## src/rtl/fs_pkg.sv

```systemverilog
package fs_pkg;
  localparam int unsigned SEQ_W = 15;
  localparam logic [SEQ_W-1:0] SEQ_SEED = 15'h7FFF;

  function automatic logic [SEQ_W-1:0] seq_step(input logic [SEQ_W-1:0] s);
    return {s[SEQ_W-2:0], s[SEQ_W-1] ^ s[SEQ_W-2]};
  endfunction
endpackage

```

## src/rtl/fs_phase.sv

```systemverilog
module fs_phase (
  input  logic clk,
  input  logic rst_n,
  output logic adv_o
);
  logic ph_q;

  always_ff @(posedge clk or negedge rst_n) begin
    if (!rst_n) ph_q <= 1'b0;
    else        ph_q <= ~ph_q;
  end

  assign adv_o = ph_q;

  assert_alternate_R2: assert property (@(posedge clk) disable iff (!rst_n)
    adv_o |=> !adv_o);
endmodule

```

## src/rtl/fs_lfsr.sv

```systemverilog
module fs_lfsr
  import fs_pkg::*;
(
  input  logic             clk,
  input  logic             rst_n,
  input  logic             adv_i,
  input  logic             reload_i,
  output logic [SEQ_W-1:0] state_o
);
  logic [SEQ_W-1:0] state_q;

  always_ff @(posedge clk or negedge rst_n) begin
    if (!rst_n)     state_q <= SEQ_SEED;
    else if (adv_i) state_q <= reload_i ? SEQ_SEED : seq_step(state_q);
  end

  assign state_o = state_q;

  assert_hold_R2: assert property (@(posedge clk) disable iff (!rst_n)
    !adv_i |=> $stable(state_o));
  assert_nonzero_R2: assert property (@(posedge clk) disable iff (!rst_n)
    state_o != '0);
endmodule

```

## src/rtl/fs_decode.sv

```systemverilog
module fs_decode #(
  parameter int unsigned N = 4,
  parameter int unsigned W = 15,
  parameter logic [N*W-1:0] STEPS = '0,
  parameter logic [N-1:0] QMASK = '1,
  parameter logic [N-1:0] HMASK = '0
) (
  input  logic [W-1:0] state_i,
  output logic         q_hit_o,
  output logic         h_hit_o,
  output logic         t_hit_o
);
  logic [N-1:0] eq;

  for (genvar i = 0; i < N; i++) begin : g_cmp
    assign eq[i] = (state_i == STEPS[i*W +: W]);
  end

  assign q_hit_o = |(eq & QMASK);
  assign h_hit_o = |(eq & HMASK);
  assign t_hit_o = eq[N-1];
endmodule

```

## src/rtl/fs_irq.sv

```systemverilog
module fs_irq (
  input  logic clk,
  input  logic rst_n,
  input  logic set_i,
  input  logic clr_i,
  input  logic inh_i,
  output logic flag_o
);
  logic flag_q;

  always_ff @(posedge clk or negedge rst_n) begin
    if (!rst_n)     flag_q <= 1'b0;
    else if (clr_i) flag_q <= 1'b0;
    else if (set_i) flag_q <= 1'b1;
  end

  assign flag_o = flag_q;

  assert_inhibit_holds_R9: assert property (@(posedge clk) disable iff (!rst_n)
    inh_i |-> !flag_o);
  assert_fall_cause_R11: assert property (@(posedge clk) disable iff (!rst_n)
    $fell(flag_o) |-> $past(clr_i));
  assert_rise_cause_R8: assert property (@(posedge clk) disable iff (!rst_n)
    $rose(flag_o) |-> $past(set_i));
endmodule

```

## src/rtl/frame_seq_top.sv

```systemverilog
module frame_seq_top
  import fs_pkg::*;
#(
  parameter logic [4*SEQ_W-1:0] STEPS4 = {15'h0A1F, 15'h1F3C, 15'h2C51, 15'h5E20},
  parameter logic [5*SEQ_W-1:0] STEPS5 = {15'h31B6, 15'h0A1F, 15'h1F3C, 15'h2C51, 15'h5E20},
  parameter logic [3:0] QMASK4 = 4'b1111,
  parameter logic [3:0] HMASK4 = 4'b1010,
  parameter logic [4:0] QMASK5 = 5'b10111,
  parameter logic [4:0] HMASK5 = 5'b10010
) (
  input  logic clk,
  input  logic rst_n,
  input  logic ctrl_wr,
  input  logic ctrl_five_step,
  input  logic ctrl_irq_off,
  input  logic stat_rd,
  output logic qtr_n,
  output logic half_n,
  output logic irq_flag
);
  logic             adv;
  logic [SEQ_W-1:0] state;
  logic             pend_q, mode5_q, inh_q;
  logic             qtr_n_q, half_n_q;
  logic             q4, h4, t4, q5, h5, t5;
  logic             q_sel, h_sel, t_sel;
  logic             reload, term;

  fs_phase u_phase (.clk(clk), .rst_n(rst_n), .adv_o(adv));

  fs_decode #(.N(4), .W(SEQ_W), .STEPS(STEPS4), .QMASK(QMASK4), .HMASK(HMASK4))
    u_dec4 (.state_i(state), .q_hit_o(q4), .h_hit_o(h4), .t_hit_o(t4));

  fs_decode #(.N(5), .W(SEQ_W), .STEPS(STEPS5), .QMASK(QMASK5), .HMASK(HMASK5))
    u_dec5 (.state_i(state), .q_hit_o(q5), .h_hit_o(h5), .t_hit_o(t5));

  always_comb begin
    q_sel = mode5_q ? q5 : q4;
    h_sel = mode5_q ? h5 : h4;
    t_sel = mode5_q ? t5 : t4;
  end

  assign reload = adv & pend_q;
  assign term   = adv & ~pend_q & t_sel;

  fs_lfsr u_lfsr (.clk(clk), .rst_n(rst_n), .adv_i(adv),
                  .reload_i(reload | term), .state_o(state));

  always_ff @(posedge clk or negedge rst_n) begin
    if (!rst_n) begin
      pend_q   <= 1'b0;
      mode5_q  <= 1'b0;
      inh_q    <= 1'b0;
      qtr_n_q  <= 1'b1;
      half_n_q <= 1'b1;
    end else begin
      if (ctrl_wr) begin
        pend_q  <= 1'b1;
        mode5_q <= ctrl_five_step;
        inh_q   <= ctrl_irq_off;
      end else if (reload) begin
        pend_q  <= 1'b0;
      end
      qtr_n_q  <= ~(reload ? mode5_q : (adv & q_sel));
      half_n_q <= ~(reload ? mode5_q : (adv & h_sel));
    end
  end

  fs_irq u_irq (
    .clk(clk), .rst_n(rst_n),
    .set_i(term & ~mode5_q & ~inh_q),
    .clr_i(stat_rd | (ctrl_wr & ctrl_irq_off)),
    .inh_i(inh_q),
    .flag_o(irq_flag)
  );

  assign qtr_n  = qtr_n_q;
  assign half_n = half_n_q;

  assert_qtr_single_R3: assert property (@(posedge clk) disable iff (!rst_n)
    !qtr_n |=> qtr_n);
  assert_half_single_R4: assert property (@(posedge clk) disable iff (!rst_n)
    !half_n |=> half_n);
  assert_pend_drains_R6: assert property (@(posedge clk) disable iff (!rst_n)
    (pend_q && adv && !ctrl_wr) |=> !pend_q);
endmodule

```

## config.mk

```make
export PLATFORM = sky130hd
export DESIGN_NAME = frame_seq_top
export DESIGN_NICKNAME = d
export VERILOG_FILES = /design/src/rtl/fs_pkg.sv /design/src/rtl/fs_phase.sv /design/src/rtl/fs_lfsr.sv /design/src/rtl/fs_decode.sv /design/src/rtl/fs_irq.sv /design/src/rtl/frame_seq_top.sv
export SDC_FILE = /design/constraint.sdc
export NUM_CORES = 1
export LEC_CHECK = 0
export BUFFER_PORTS_ARGS = -buffer_cell sky130_fd_sc_hd__clkbuf_2
export CORE_MARGIN = 3
export CORE_UTILIZATION = 50
export CTS_CLUSTER_DIAMETER = 200
export DETAILED_ROUTE_END_ITERATION = 8
export GPL_ROUTABILITY_DRIVEN = 0
export HOLD_SLACK_MARGIN = 0.1
export PLACE_DENSITY = 0.69
export SYNTH_ARGS = -nofsm -noshare
export SYNTH_HDL_FRONTEND = slang
export SYNTH_SLANG_ARGS = --single-unit
```

## constraint.sdc

```tcl
create_clock -name clk -period 2.3 [get_ports clk]
set_input_delay 0.575 -clock clk [delete_from_list [all_inputs] [get_ports clk]]
set_output_delay 0.575 -clock clk [all_outputs]
set_load 0.1 [all_outputs]
```

==> results of run 1 <==
[cells in the final DEF (no fill, tap or decap), drive strengths merged, types with 2 or more instances in the layout]
master and instances:
dfstp 17, dfrtp 5, and4b 2, a21oi 4, nor4b 3, and2 2, nor2b 4, nor2 3
clkbuf 11, inv 2, o22a 8, o32a 6, o21ai 2, nand4 2, a21o 2
[path summary, 6_finish.rpt]
kind                              startpoint                 to  slack (ps)  depth (start not counted)
setup / recovery                      half_n             half_n         440                          1
hold / removal                         rst_n       u_irq.flag_o         210                          1
setup reg to reg           u_lfsr.state_o[6]  u_lfsr.state_o[4]         550                          4
hold reg to reg                 u_irq.flag_o       u_irq.flag_o         520                          1
max in group asynchronous              rst_n  u_lfsr.state_o[1]        1730                          1
min in group clk              ctrl_five_step            mode5_q         470                          3
[registers in the layout, indices dropped and copies added (netlist names)]
name / count
qtr_n: 1
half_n: 1
u_irq.flag_o: 1
u_phase.adv_o: 1
inh_q: 1
pend_q: 1
u_lfsr.state_o: 15
mode5_q: 1
[power breakdown]
part           internal, mW  switching, mW  total, mW
Sequential            0.396        0.00621      0.402
Combinational        0.0130         0.0187     0.0317
Clock                 0.176          0.112      0.288
[per-stage QoR]
| step | hold slack (ps) | util |
|---|---|---|
| after floorplan | 279 | - |
| after global placement | 492 | 0.594 |
| after detailed placement | 499 | 0.594 |
| after CTS | 220 | 0.622 |
| after global routing | 218 | 0.622 |
| final | 214 | 0.622 |
[logic make-up after synthesis]
| logic type | after synthesis |
|---|---|
| AO/OA/AOI/OAI | 26 |
| AND/OR/NAND/NOR | 26 |
| flip-flops | 22 |
| buffers and inverters | 6 |
| XOR/XNOR | 1 |
| multiplexers | 1 |
[metal layers]
layer,wire (µm),GRT usage,vias to the layer above
met3,48,0.0430,4
met2,843,0.252,10
li1,-,-,335
met4,29,0.0568,0
met1,974,0.233,350
met5,0,0,-
[cell type report]
type	instances	area, µm²
sequential	22	572
timing repair buffer	8	40.0
fill	167	694
inverter	2	7.51
clock buffer	3	22.5
clock inverter	1	30.0
multi-input combinational	54	442
tap	25	31.3
==> flow_summary.ini, run 1 <==
[die]
rows = 15
dieHeight_um = 51.7
die_area_mm2 = 0.00267
core_area_mm2 = 0.00184
ios = 9
die_w_um = 51.7
initial_core_util = 0.567

[min_path]
hold_path_class = in2async

[clock_tree]
numCtsBuffers = 3
cts_root_buffer = clkbuf_4
cts_hold_buf = 0
clk_latency_ps = 300
clk_pin_slew_ps = 120
cts_buffer_depth = 2
h-tree-depth = 1
numClockSinks = 22
ctsResizeCount = 0
post_cts_buffers = 0
tritoncts = done

[power_and_ir_drop]
finalPower_uw = 722
ir_worst_vdd_v = 0.000467
p_per_area_mw_per_mm2 = 631
p_leak_nw = 0.421

[detailed_routing]
vias_per_cell = 6.08
drtPass1Iterations = 4
vias = 699
wl_per_cell_um = 16.5
postRouteAntennaNets = 0
wl_um = 1900
drc = 0
drt_iter0_drc = 27

[place]
dp_slack_ps = 582
port-buffer-count = 8
dpl_cell_area_mm2 = 0.00109
dp.cells = 111
dp_hpwl_um = 1390

[synth]
synth_mux_area_frac = 0.0108
yosys_warnings = 0
yosysMostFrequentCell = dfstp_2
synthAdderAreaFrac = 0
synthSimpleGateAreaFrac = 0.183
netlist_area_mm2 = 0.00104
async_flop_share = 1.00
synth_flop_cell = dfstp_2
synth_compound_area_frac = 0.221
yosysSeqAreaShare = 0.548
synth_xor_area_frac = 0.00839
syn_nets = 88
synth_edf_count = 0
synth_area_leaders = dfstp_2 43%, dfrtp_1 12%, o22a_2 5.8%
ys_ff_latch = 22
netlist_instances = 82
synth_top_cell_area_share = 0.428
postSynthAreaPerCell_um2 = 12.7
synth_top_cells_by_count = 17 x dfstp_2, 6 x o22a_2, 5 x dfrtp_1
synth_cell_types = 36
yosysTopAreaCell = dfstp_2
synth_top_family_by_area = compound AO/OA/AOI/OAI gates

[critical_path]
crit_family = flip-flops
worst_ep_arrival_time_ps = 1280
crit_path_max_fanout = 1
cp-end-kind = output pin
cp.required_ps = 1730
slowest_delay_ps = 530
cp_num_buf_inv = 1
setup.worst_path.class = reg2out
slowest_stage = dfstp_2
startpoint_type = flip-flop
crit_chain = clkbuf_2

[global_route]
grt.overflow.total = 0
grt_usage = 0.167
antenna_found_initial = 0
grt_pass1_vias = 716
grt_start_max_net_pins = 23
grt_pass1_wl_um = 3330

[run]
maxCapViolations = 0

[layout]
area_growth_pct = 9.71
fin_nets = 97
design_area_mm2 = 0.00114
num_antenna_cells = 0
fin_cells = 115
drive_gt1_frac = 0.489

[run_status]
status = finished, final reports clean

[timing]
fin_crit_ps = 1860
slew_headroom = 0.619
fin_skew_ps = 5.19
worst_pin_slew_ps = 571
setup_tns_ps = 0
period_share = 0.807
setup_violations = 0
rsz0062_at_grt = no
hold_viol = 0
clock.fmax_mhz = 539
slew_violations = 0
worst_slack_ps = 445
(Power assumes the default switching activity.)
==> run 2, diff against run 1 <==
==> constraint.sdc (replaced) <==
create_clock -name clk -period 1.8 [get_ports clk]
set_input_delay 0.45 -clock clk [delete_from_list [all_inputs] [get_ports clk]]
set_output_delay 0.45 -clock clk [all_outputs]
set_load 0.1 [all_outputs]
==> run 2 against run 1 <==
Routed wire length up 6.7%. Core utilization up 3.3 points. First-iteration DRC count down 44%. Global-route usage up 0.95 points. Register-to-register slack worse by 480 ps. Count of clock-buffer cells in the layout unchanged. Sequential share of layout area down 2.5 points. Power up 29%. Sequential cell count unchanged. Sequential power up 28%. Via count up 7.6%. Setup slack worse by 380 ps. Largest power group unchanged.
==> flow_summary.ini, run 2 (synthesis results as in run 1) <==
[detailed_routing]
vias = 752
drc = 0
wl_per_cell_um = 16.6
postRouteAntennaNets = 0
vias_per_cell = 6.16
drt_iter0_drc = 15
wl_um = 2020
drtPass1Iterations = 4

[timing]
slew_violations = 0
fin_skew_ps = 7.36
hold_viol = 0
period_share = 0.962
rsz0062_at_grt = no
setup_tns_ps = 0
fin_crit_ps = 1730
worst_pin_slew_ps = 538
setup_violations = 0
clock.fmax_mhz = 578
slew_headroom = 0.643

[clock_tree]
h-tree-depth = 1
tritoncts = done
cts_buffer_depth = 2
numClockSinks = 22
clk_latency_ps = 310
cts_root_buffer = clkbuf_4
numCtsBuffers = 3
clk_pin_slew_ps = 120

[critical_path]
crit_family = compound AO/OA/AOI/OAI gates
crit_chain = and4bb_2, and4b_4, a21o_4, o32a_2
setup.worst_path.class = reg2reg
worst_ep_arrival_time_ps = 1970
cp_num_buf_inv = 0
startpoint_type = flip-flop
slowest_stage = dfstp_2
crit_path_max_fanout = 7
cp-end-kind = flip-flop
slowest_delay_ps = 580
cp.required_ps = 2040

[layout]
fin_nets = 104
num_antenna_cells = 0
seqCellArea_um2 = 572
final_cell_mix = 17 x dfstp_2, 7 x buf_4, 6 x o22a_2, 6 x clkbuf_2, 5 x dfrtp_1
fin_cells = 122
design_area_mm2 = 0.00121
drive_gt1_frac = 0.526
fillers = 149
postLayoutCoreUtil = 0.656
multi_input_area_um2 = 450
layout_commonest_cell = dfstp_2
largest_reg_flops = 15
area_growth_pct = 15.6

[power_and_ir_drop]
power.share.sequential = 0.549
p_leak_nw = 0.450
ir_worst_vdd_v = 0.000587
p_per_area_mw_per_mm2 = 775
power.switching_uw = 180
p_int_uw = 755
p_comb_frac = 0.054
p_clk_frac = 0.396
power.share.switching = 0.192

[run_status]
status = finished, final reports clean

[place]
dp.cells = 112
dp_hpwl_um = 1360
dpl_cell_area_mm2 = 0.00110
port-buffer-count = 8

[die]
die_w_um = 51.7
initial_core_util = 0.567
rows = 15
ios = 9
die_area_mm2 = 0.00267
core_area_mm2 = 0.00184
dieHeight_um = 51.7

[run]
maxCapViolations = 0

[global_route]
grt_pass1_wl_um = 3420
grt.overflow.total = 0
grt_pass1_vias = 716
grt_start_max_net_pins = 23
antenna_found_initial = 0
grt_usage = 0.177

[min_path]
hold_path_class = in2reg
==> run 2: cell count changes in the layout (fill, tap and decap cells not counted) <==
cell           delta
dlygate4sd3_1     +1
and4bb_1          -1
clkbuf_2          -2
buf_4             +7
a21o_2            +1
and4bb_2          +1
==> run 2: what timing repair did <==
item / in CTS / in global routing
endpoints found under the setup margin: 0 / 3
hold buffers: 1 / 0
gates resized for setup: 0 / 1
setup buffers: 0 / 4
hold endpoints to repair: 5 / 0
==> run 2: worst paths after layout <==
check                                   from            endpoint  slack [ps]  cells after the start
min in group asynchronous              rst_n        u_irq.flag_o         630                      2
max                        u_lfsr.state_o[6]  u_lfsr.state_o[12]          70                      4
max reg2reg                u_lfsr.state_o[6]  u_lfsr.state_o[12]          70                      4
min reg2reg                     u_irq.flag_o        u_irq.flag_o         520                      1
max in group asynchronous              rst_n   u_lfsr.state_o[7]         800                      2
min                           ctrl_five_step             mode5_q         340                      3
==> run 2: power groups by stage <==
stage               Clock [mW]  Sequential (mW)  Combinational (mW)
floorplan                    0            0.519              0.0239
global placement             0            0.521              0.0404
detailed placement           0            0.521              0.0414
CTS                      0.378            0.514              0.0432
global route             0.406            0.515              0.0563
finish                   0.371            0.514              0.0508
==> run 2: layout make-up <==
cell class                 instances  area share
clock buffer                       3      0.0187
multi-input combinational         55       0.373
timing repair buffer              14      0.0768
clock inverter                     1      0.0249
sequential                        22       0.474
inverter                           2     0.00622
tap                               25      0.0259
==> run 2: worst min-delay path, stage by stage <==
cell and delay [ps]:
clkbuf_2 80, nand2_1 40, o21ai_0 50
==> run 2: metrics by stage <==
| stage | power, mW | setup WS (ps) | hold slack, ps |
|---|---|---|---|
| 2_1_floorplan | 0.543 | 100 | 154 |
| 3_3_place_gp | 0.562 | 107 | 435 |
| 3_5_place_dp | 0.563 | 87.6 | 445 |
| 4_1_cts | 0.935 | 62.5 | 337 |
| 5_1_grt | 0.977 | 6.87 | 334 |
| 6_report | 0.935 | 68.5 | 340 |
==> run 2: routing by layer <==
metal / track usage / share of wire / up-vias
met1: 0.250 / 0.48 / 376
met4: 0.0917 / 0.018 / 0
met5: 0 / 0 / -
met2: 0.254 / 0.46 / 17
li1: - / - / 355
met3: 0.0344 / 0.046 / 4
==> run 3, diff against run 2 <==
--- a/config.mk
+++ b/config.mk
@@ -8,10 +8,11 @@
 export BUFFER_PORTS_ARGS = -buffer_cell sky130_fd_sc_hd__clkbuf_2
 export CORE_MARGIN = 3
 export CORE_UTILIZATION = 50
+export CTS_BUF_LIST = sky130_fd_sc_hd__clkbuf_16
 export CTS_CLUSTER_DIAMETER = 200
 export DETAILED_ROUTE_END_ITERATION = 8
 export GPL_ROUTABILITY_DRIVEN = 0
-export HOLD_SLACK_MARGIN = 0.1
+export HOLD_SLACK_MARGIN = 0.15
 export PLACE_DENSITY = 0.69
 export SYNTH_ARGS = -nofsm -noshare
 export SYNTH_HDL_FRONTEND = slang
==> constraint.sdc (replaced) <==
create_clock -name clk -period 1.95 [get_ports clk]
set_input_delay 0.4875 -clock clk [delete_from_list [all_inputs] [get_ports clk]]
set_output_delay 0.4875 -clock clk [all_outputs]
set_load 0.1 [all_outputs]
==> run 3 against run 2 <==
Critical path depth unchanged. Highest routed layer unchanged. Largest cell class unchanged. First-iteration DRC count increased to 2.7 times the previous value. Via count is 4.5% lower. Clock power increased by 52%. Setup slack improved by 140 ps. Design area down 0.10%. Register-to-register slack improved by 140 ps.
==> flow_summary.ini, run 3 (synthesis results as in run 1) <==
[run_status]
status = finished, final reports clean

[place]
dp_hpwl_um = 1390
dp_slack_ps = 233
dpl_cell_area_mm2 = 0.00110
port-buffer-count = 8

[timing]
worst_pin_slew_ps = 539
worst_slack_ps = 210
setup_violations = 0
rsz0062_at_grt = no
slew_violations = 0
fin_skew_ps = 0.978
hold_viol = 0
slew_headroom = 0.642
clock.fmax_mhz = 575
setup_tns_ps = 0
period_share = 0.892
fin_crit_ps = 1740
holdWs_ps = 195

[critical_path]
cp.required_ps = 2130
reg2reg_depth = 4
setup.worst_path.class = reg2reg
cp-end-kind = flip-flop
startpoint_type = flip-flop
worst_ep_arrival_time_ps = 1920
crit_path_max_fanout = 14

[clock_tree]
cts_hold_buf = 0
numCtsBuffers = 3
h-tree-depth = 1
cts_buffer_depth = 2
numClockSinks = 22
post_cts_buffers = 0
cts_root_buffer = clkbuf_16
clk_pin_slew_ps = 60
tritoncts = done
clk_latency_ps = 250
ctsResizeCount = 0

[die]
die_w_um = 51.7
ios = 9
dieHeight_um = 51.7
die_area_mm2 = 0.00267
core_area_mm2 = 0.00184
rows = 15
initial_core_util = 0.567

[detailed_routing]
vias = 718
postRouteAntennaNets = 0
wl_um = 2010
drtPass1Iterations = 6
drc = 0
vias_per_cell = 6.19
wl_per_cell_um = 17.4
drt_iter0_drc = 41

[global_route]
grt_usage = 0.178
grt_start_max_net_pins = 23
grt_pass1_wl_um = 3510
grt_pass1_vias = 736
grt.overflow.total = 0
antenna_found_initial = 0

[layout]
fin_nets = 98
largest_reg_flops = 15
area_growth_pct = 15.5
fillers = 140
postLayoutCoreUtil = 0.655
layout_commonest_cell = dfstp_2
design_area_mm2 = 0.00120
final_cell_mix = 17 x dfstp_2, 8 x clkbuf_2, 6 x o22a_2
num_antenna_cells = 0
drive_gt1_frac = 0.495

[power_and_ir_drop]
p_per_area_mw_per_mm2 = 895
p_leak_nw = 0.448
ir_worst_vdd_v = 0.000535

[run]
maxCapViolations = 0

[min_path]
hold_path_class = in2async
run 3: cell types whose count changed in the layout (fill, tap and decap cells not counted), moves of 2 or more:
cell | previous run | this run
buf_4 | 7 | 1
clkbuf_16 | 0 | 3
clkbuf_2 | 6 | 8
clkbuf_4 | 3 | 0
run 3: layout make-up:
class | count | area, µm² | share of cell area
Inverter | 2 | 7.51 | 0.00623
Sequential cell | 22 | 572 | 0.475
Clock inverter | 1 | 30.0 | 0.0249
Multi-Input combinational cell | 54 | 442 | 0.367
Timing Repair Buffer | 9 | 47.5 | 0.0395
Clock buffer | 3 | 75.1 | 0.0623
Tap cell | 25 | 31.3 | 0.0260
run 3: through the flow:
stage               instances  power (mW)
floorplan                  82       0.501
global placement          112       0.519
detailed placement        112       0.520
CTS                       116        1.09
global route              116        1.12
finish                    116        1.08
run 3: worst max-delay path, cell delays in order, from the launching register on:
cell      delay (ps)
dfstp_2          560
and4bb_1         250
and4b_4          210
a21o_4           270
o32a_2           370
run 3: power breakdown:
part	total, mW	internal [mW]	switching (mW)
registers	0.476	0.468	0.00793
clock network	0.564	0.407	0.157
logic	0.0379	0.0154	0.0226
run 3: final timing paths:
path                              startpoint                  to  slack, ps
setup / recovery           u_lfsr.state_o[6]  u_lfsr.state_o[11]        210
hold / removal                         rst_n        u_irq.flag_o        200
setup reg to reg           u_lfsr.state_o[6]  u_lfsr.state_o[11]        210
hold reg to reg                 u_irq.flag_o        u_irq.flag_o        510
max in group asynchronous              rst_n   u_lfsr.state_o[2]       1400
min in group clk              ctrl_five_step             mode5_q        460
run 3: routing by layer:
layer / routed length (µm) / global-route usage / vias up / share of wire
met3: 61 / 0.0430 / 4 / 0.030
met4: 24 / 0.0655 / 0 / 0.012
li1: - / - / 338 / -
met1: 980 / 0.243 / 362 / 0.49
met2: 948 / 0.273 / 14 / 0.47
met5: 0 / 0 / - / 0
